--- src/rtl/nvm_write_seq.sv ---
module nvm_write_seq #(
  parameter int ADDR_W         = 16,
  parameter int DATA_W         = 8,
  parameter int PAGE_BYTES     = 128,
  parameter int SECTOR_BYTES   = 16384,
  parameter int T_WRITE        = 100000,
  parameter int T_PAGE_ERASE   = 100000,
  parameter int T_SECTOR_ERASE = 200000,
  parameter int T_CHIP_ERASE   = 200000,
  localparam int LEN_W         = $clog2(PAGE_BYTES)
) (
  input  logic                         clk,
  input  logic                         rst_n,
  input  logic                         start_i,
  input  logic [2:0]                   op_i,
  input  logic [ADDR_W-1:0]            addr_i,
  input  logic [LEN_W-1:0]             len_i,
  input  logic [PAGE_BYTES*DATA_W-1:0] data_i,
  output logic                         arr_we_o,
  output logic [ADDR_W-1:0]            arr_addr_o,
  output logic [DATA_W-1:0]            arr_data_o,
  output logic                         busy_o,
  output logic                         done_o
);
  localparam logic [2:0] OP_BYTE = 3'd0, OP_PAGE = 3'd1, OP_PERASE = 3'd2,
                         OP_SERASE = 3'd3, OP_CERASE = 3'd4;

  logic                         busy_q, done_q;
  logic [31:0]                  cyc_q, n_q, tot_q;
  logic [2:0]                   op_q;
  logic [ADDR_W-1:0]            addr_q;
  logic [PAGE_BYTES*DATA_W-1:0] buf_q;
  logic [31:0]                  n_in, t_in;
  logic [ADDR_W-1:0]            mask, off;
  logic                         accept;

  always_comb begin
    n_in = 32'd1;
    t_in = 32'(T_WRITE);
    case (op_i)
      OP_PAGE:   n_in = (len_i == '0) ? 32'(PAGE_BYTES) : 32'(len_i);
      OP_PERASE: begin n_in = 32'(PAGE_BYTES);   t_in = 32'(T_PAGE_ERASE);   end
      OP_SERASE: begin n_in = 32'(SECTOR_BYTES); t_in = 32'(T_SECTOR_ERASE); end
      OP_CERASE: begin n_in = 32'd1 << ADDR_W;   t_in = 32'(T_CHIP_ERASE);   end
      default:   ;
    endcase
  end

  assign accept = start_i && !busy_q && (op_i <= OP_CERASE);

  always_ff @(posedge clk or negedge rst_n) begin
    if (!rst_n) begin
      busy_q <= 1'b0;
      done_q <= 1'b0;
      cyc_q  <= '0;
      n_q    <= '0;
      tot_q  <= '0;
      op_q   <= OP_BYTE;
    end else begin
      done_q <= 1'b0;
      if (accept) begin
        busy_q <= 1'b1;
        cyc_q  <= '0;
        op_q   <= op_i;
        n_q    <= n_in;
        tot_q  <= (n_in > t_in) ? n_in : t_in;
      end else if (busy_q) begin
        if (cyc_q == tot_q - 32'd1) begin
          busy_q <= 1'b0;
          done_q <= 1'b1;
        end else begin
          cyc_q <= cyc_q + 32'd1;
        end
      end
    end
  end

  always_ff @(posedge clk) begin
    if (accept) begin
      addr_q <= addr_i;
      buf_q  <= data_i;
    end
  end

  always_comb begin
    case (op_q)
      OP_PAGE, OP_PERASE: mask = ADDR_W'(PAGE_BYTES - 1);
      OP_SERASE:          mask = ADDR_W'(SECTOR_BYTES - 1);
      OP_CERASE:          mask = '1;
      default:            mask = '0;
    endcase
  end

  assign off        = (op_q == OP_PAGE) ? addr_q + cyc_q[ADDR_W-1:0] : cyc_q[ADDR_W-1:0];
  assign arr_addr_o = (addr_q & ~mask) | (off & mask);
  assign arr_data_o = (op_q >= OP_PERASE) ? '1 : buf_q[cyc_q[LEN_W-1:0]*DATA_W +: DATA_W];
  assign arr_we_o   = busy_q && (cyc_q < n_q);
  assign busy_o     = busy_q;
  assign done_o     = done_q;

  AST_START_TAKEN: assert property (@(posedge clk) disable iff (!rst_n)
    start_i && !busy_o && (op_i <= OP_CERASE) |=> busy_o);
  AST_WE_IN_BUSY: assert property (@(posedge clk) disable iff (!rst_n)
    arr_we_o |-> busy_o);
  AST_DONE_SINGLE: assert property (@(posedge clk) disable iff (!rst_n)
    done_o |=> !done_o);
  AST_DONE_AFTER_BUSY: assert property (@(posedge clk) disable iff (!rst_n)
    done_o |-> !busy_o && $past(busy_o));
  AST_REQ_HELD: assert property (@(posedge clk) disable iff (!rst_n)
    busy_o && $past(busy_o) |-> $stable(addr_q) && $stable(op_q));
  AST_OFFSET_STEP: assert property (@(posedge clk) disable iff (!rst_n)
    arr_we_o && $past(arr_we_o) && (op_q != OP_BYTE) |->
      arr_addr_o[LEN_W-1:0] == $past(arr_addr_o[LEN_W-1:0]) + 1'b1);
endmodule

--- config.mk ---
export PLATFORM = sky130hd
export DESIGN_NAME = nvm_write_seq
export DESIGN_NICKNAME = d
export VERILOG_FILES = /design/src/rtl/nvm_write_seq.sv
export SDC_FILE = /design/constraint.sdc
export NUM_CORES = 1
export LEC_CHECK = 0
export BUFFER_PORTS_ARGS = -buffer_cell sky130_fd_sc_hd__buf_2
export CAP_MARGIN = 20
export CORE_AREA = 10 10 416 418
export DETAILED_ROUTE_END_ITERATION = 10
export DIE_AREA = 0 0 426 428
export PLACE_DENSITY = 0.45
export RECOVER_POWER = 100
export SLEW_MARGIN = 20
export SYNTH_ARGS = -nofsm -noshare
export SYNTH_HDL_FRONTEND = slang
export SYNTH_SLANG_ARGS = --single-unit
--- constraint.sdc ---
create_clock -name clk -period 27.8 [get_ports clk]
set_input_delay 5.56 -clock clk [delete_from_list [all_inputs] [get_ports clk]]
set_output_delay 5.56 -clock clk [all_outputs]
set_load 0.005 [all_outputs]
# [Word-level counts from Yosys, hierarchy flattened]
# Index checks and enable logic that the tools add are counted.
[totals] reg_bits=1141 in_bits=1053
[classes] addsub=3 order_cmp=4 n_eq_ne=10 n_shift=1 n_mux=16 n_bitwise=4 reduce_logical=9
[ops] cell="1024-bit by 11-bit indexed part select with 8-bit output" count=1
[ops] cell="32-bit two-way mux" count=4
[ops] cell="17-bit case mux with 4 select lines" count=1
[ops] cell="16-bit case mux with 3 select lines" count=1
[ops] cell="32-bit by 1-bit adder with 32-bit output (second input constant)" count=1
[ops] cell="16-bit bitwise AND" count=2
[ops] cell="32-bit equality test" count=1
[ops] cell="32-bit > comparator" count=1
[ops] cell="32-bit < comparator" count=1
[ops] cell="32-bit by 1-bit subtractor with 32-bit output (second input constant)" count=1
[ops] cell="18-bit two-way mux" count=1
[ops] cell="16-bit adder" count=1
[ops] cell="16-bit two-way mux" count=1
[ops] cell="8-bit two-way mux" count=2
[ops] cell="16-bit NOT" count=1
[ops] cell="16-bit bitwise OR" count=1
[ops] cell="3-bit by 2-bit equality test with 1-bit output (second input constant)" count=4
[ops] cell="7-bit zero test" count=1
[ops] cell="3-bit by 1-bit equality test with 1-bit output (second input constant)" count=2
[ops] cell="3-bit equality test (second input constant)" count=2
[ops] cell="1-bit two-way mux" count=6
[ops] cell="2-bit OR reduction" count=2
[ops] cell="3-bit by 2-bit greater-or-equal comparator with 1-bit output (second input constant)" count=1
[ops] cell="3-bit less-or-equal comparator (second input constant)" count=1
[ops] cell="5 further kinds" count=7

# [Depth between registers and ports, before layout]
[depth] depth_word=6 depth_mapped=14 mapped_depth_nobuf=11

# [Least setup slack after synthesis]
# OpenSTA, ideal clock, no wires.
[synth_path] path_kind="input -> register" startpoint="input op_i[0]" endpoint="register addr_q[0], enable pin" setup_time_ps=1808 arrival_ps=34151 required_ps=25992 setup_slack_ps=-8159 stages=4 n_path_buf=1 path_cell_list="o21ai_0 nand3_1 inv_2 buf_1"
[synth_between] elab_chain_cells=2
[synth_lines] element="from (decl)" line="15" text="input logic [2:0] op_i,"
[synth_lines] element="3-bit less-or-equal comparator" line="49" text="assign accept = start_i && !busy_q && (op_i <= OP_CERASE);"
[synth_lines] element="1-bit logical AND" line="49"
[synth_lines] element="net accept" line="35" text="logic accept;"
[synth_lines] element="to (signal assigned)" line="80" text="addr_q <= addr_i;"
[synth_lines] element="to (decl)" line="31" text="logic [ADDR_W-1:0] addr_q;"
# The timed path passes the listed nets, and every way through them passes these cells.
# A chain may end at the register's enable or synchronous reset.

# [Worst setup path in the final report]
[layout_path] startpoint="input op_i[1]" endpoint="register buf_q[902], enable pin"
[layout_between] elab_chain_cells=2
[layout_lines] element="3-bit less-or-equal comparator" line="49"
[layout_lines] element="1-bit logical AND" line="49"
[layout_lines] element="to (signal assigned)" line="81" text="buf_q <= data_i;"
[layout_lines] element="to (decl)" line="32" text="logic [PAGE_BYTES*DATA_W-1:0] buf_q;"
# No other way between the ends.

==> results.cfg <==
[worst_hold_path]
hp-class = reg -> reg

[yosys]
synth_flop_cell = edfxtp_1
synth_cell_type_count = 71
synth-compound-area-share_pct = 2.57
synth_nets = 3105
ys_seq_area_share_pct = 75.0
synthCells = 2033
synth-edff-count = 1040
syn_area_per_cell_um2 = 21.4
ys_seq_elements = 1097
synth_xor_area_share_pct = 0.362
async_flop_share_pct = 5.20
synth_top_family_by_area = multiplexers
synth_fa_ha_area_share_pct = 0.563
muxShareOfSynthArea_pct = 17.1
synth-simple-area-share_pct = 3.01
yosysWarningCount = 0
netlist_area_um2 = 43500

[sta]
max_slew_margin_pct = -347
setup_viol = 0
hold_viol = 0
worst_slew_pin_slew_ps = 6710
period_needed_ps = 17890
fmax_mhz = 55.9
finClkSkew_ps = 21.8
report.final.slew_viol_count = 1337
rsz0062_at_grt = no
tns_ps = 0
fin_crit_sh_pct = 64.4

[detailed_routing]
post_drt_wl_per_cell_um = 32.2
ant_nets = 0
num_vias = 26100
drt_iter0_drc = 2551
wl_mm = 177
drc = 0
via_per_inst = 4.75
drt-pass1-iter-count = 5

[grt]
grt_max_degree = 110
first_global_vias = 27500
antenna_found_initial = 201
grt_usage_pct = 18.9
grt_first_pass_wirelength_mm = 237
grt.overflow.total = 0

[clock_network]
cts_resized = 0
clk_pin_slew_worst_paths_ps = 50
cts_buffers = 132
clock_path_buffers = 3
clk_latency_ps = 770
htree_levels = 4
clock-sinks = 1097
cts_tree = yes
cts-root-buf = clkbuf_16
cts_hold_buffers = 0
cts_setup_buffers = 0

[floorplanning]
start_util_pct = 26.5
rows = 149
die_w_um = 426
design.die.area_um2 = 182000
core_area_um2 = 164000
pin_count = 1080
die_h_um = 428

[power_and_ir_drop]
finalPower_mw = 4.77
ir_drop_mv = 0.0585
leakage_nw = 19.0
power_density_nw_per_um2 = 86.0

[place]
port_buffers = 1079
place_hpwl_mm = 137
finalWeightedCongestion = 0.840

[finish]
fin_util_pct = 33.8
areaGrowthSynthToFinish_pct = 27.6
finalNetCount = 4248
drive_gt1_share_pct = 42.0

[critical_path]
cp.required_ps = 28070
critPathKind = in -> reg
endpoint_kind = flip-flop
crit_fanout = 109
startpoint_type = input port
critPathArrivalTime_ps = 18160

[outcome]
outcome = finished with violations
failed_checks = capacitance limit, slew limit

[flow_run]
cap_violations = 20
-- critical path, stage by stage --
cell        delay (ps)
clkbuf_1           160
o21ai_0            260
nand3_1            100
clkbuf_1           500
clkinvlp_2        3320
clkbuf_1          1680
clkbuf_1          3270
clkbuf_1          3080
-- final timing paths --
| check | from | to | slack (ps) | cells after the start |
|---|---|---|---|---|
| max | op_i[1] | buf_q[902]$_DFFE_PP_ | 9910 | 8 |
| min | n_q[0]$_DFFE_PN0P_ | n_q[0]$_DFFE_PN0P_ | 500 | 2 |
| max reg2reg | busy_o$_DFF_PN0_ | buf_q[902]$_DFFE_PP_ | 14280 | 7 |
| min reg2reg | n_q[0]$_DFFE_PN0P_ | n_q[0]$_DFFE_PN0P_ | 500 | 2 |
| max in group asynchronous | rst_n | cyc_q[1]$_DFFE_PN0P_ | 19010 | 2 |
| min in group asynchronous | rst_n | done_o$_DFF_PN0_ | 6180 | 2 |
-- cell families after synthesis --
| group | after synthesis |
|---|---|
| flops | 1097 |
| mux | 342 |
| simple gates | 241 |
| compound gates | 176 |
| buf+inv | 140 |
| fa+ha+maj | 19 |
| xor+xnor | 18 |
-- per-layer routing --
metal | share of wire [%] | vias up | GRT usage (%)
met1 | 36 | 13500 | 21.3
met2 | 54 | 1188 | 35.0
met3 | 6.0 | 479 | 4.43
li1 | - | 10900 | -
met5 | 0.19 | - | 0
met4 | 3.2 | 52 | 5.22
-- registers in the layout (all words and copies together) (netlist names) --
register,count
addr_q,16
buf_q,1024
busy_o,1
cyc_q,32
done_o,1
n_q,10
op_q,3
tot_q,10
-- cells in the mapped netlist (all sizes together) (18+ instances only) --
master  number  area (µm²)
inv         27         101
nand2       73         274
or4         19         146
a21oi       56         280
buf         44         233
dfrtp       57        1430
o21ai       42         214
o31ai       19         170
nor2        37         141
nand3       30         155
clkbuf      69         259
ha          18         225
mux4       320        7210
edfxtp    1040       31200
-- stage by stage --
step                instances  worst slack, ps  hold WS [ps]  area [µm²]
global route             5483             8630           535       55500
global placement         5230            16800           476       51500
finish                   5499             9910           496       55500
floorplan                2033             7260           444       43500
CTS                      5460            16310           503       55900
detailed placement       5230            17160           488       51500
-- power breakdown --
| part | switching [mW] | leakage [nW] | internal (mW) | total, mW |
|---|---|---|---|---|
| Clock | 0.723 | 2.07 | 1.02 | 1.74 |
| Combinational | 0.637 | 6.84 | 0.520 | 1.16 |
| Sequential | 0.0594 | 10.1 | 1.82 | 1.88 |
-- cell usage in the layout (no fill, tap or decap), drive strengths merged, types with 7 or more instances in the layout --
cell type | Yosys | routed
diode | 0 | 38
nand3 | 30 | 30
a21oi | 56 | 56
xor2 | 7 | 7
mux4 | 320 | 320
o21ai | 42 | 42
a211oi | 9 | 9
mux2 | 10 | 10
nand4 | 9 | 9
buf | 44 | 842
mux2i | 12 | 12
clkbuf | 69 | 441
edfxtp | 1040 | 1040
dfrtp | 57 | 57
or3 | 10 | 10
xnor2 | 11 | 11
clkinvlp | 0 | 8
bufinv | 0 | 12
clkinv | 0 | 45
inv | 27 | 31
ha | 18 | 18
nor2 | 37 | 37
a31oi | 12 | 12
nand2 | 73 | 73
nor4 | 12 | 12
a21o | 8 | 8
or4 | 19 | 19
nand2b | 7 | 7
o31ai | 19 | 19
nor3 | 13 | 13
a22oi | 8 | 8
-- area by class of cell --
class,count,area (µm²)
timing repair buffer,1122,5340
fill,16000,109000
clock buffer,161,3500
tap,2189,2740
inverter,27,103
clock inverter,69,842
antenna,38,95.1
sequential,1097,32700
multi-input combinational,796,10200
Note: power is estimated with default switching activity, not from simulation.
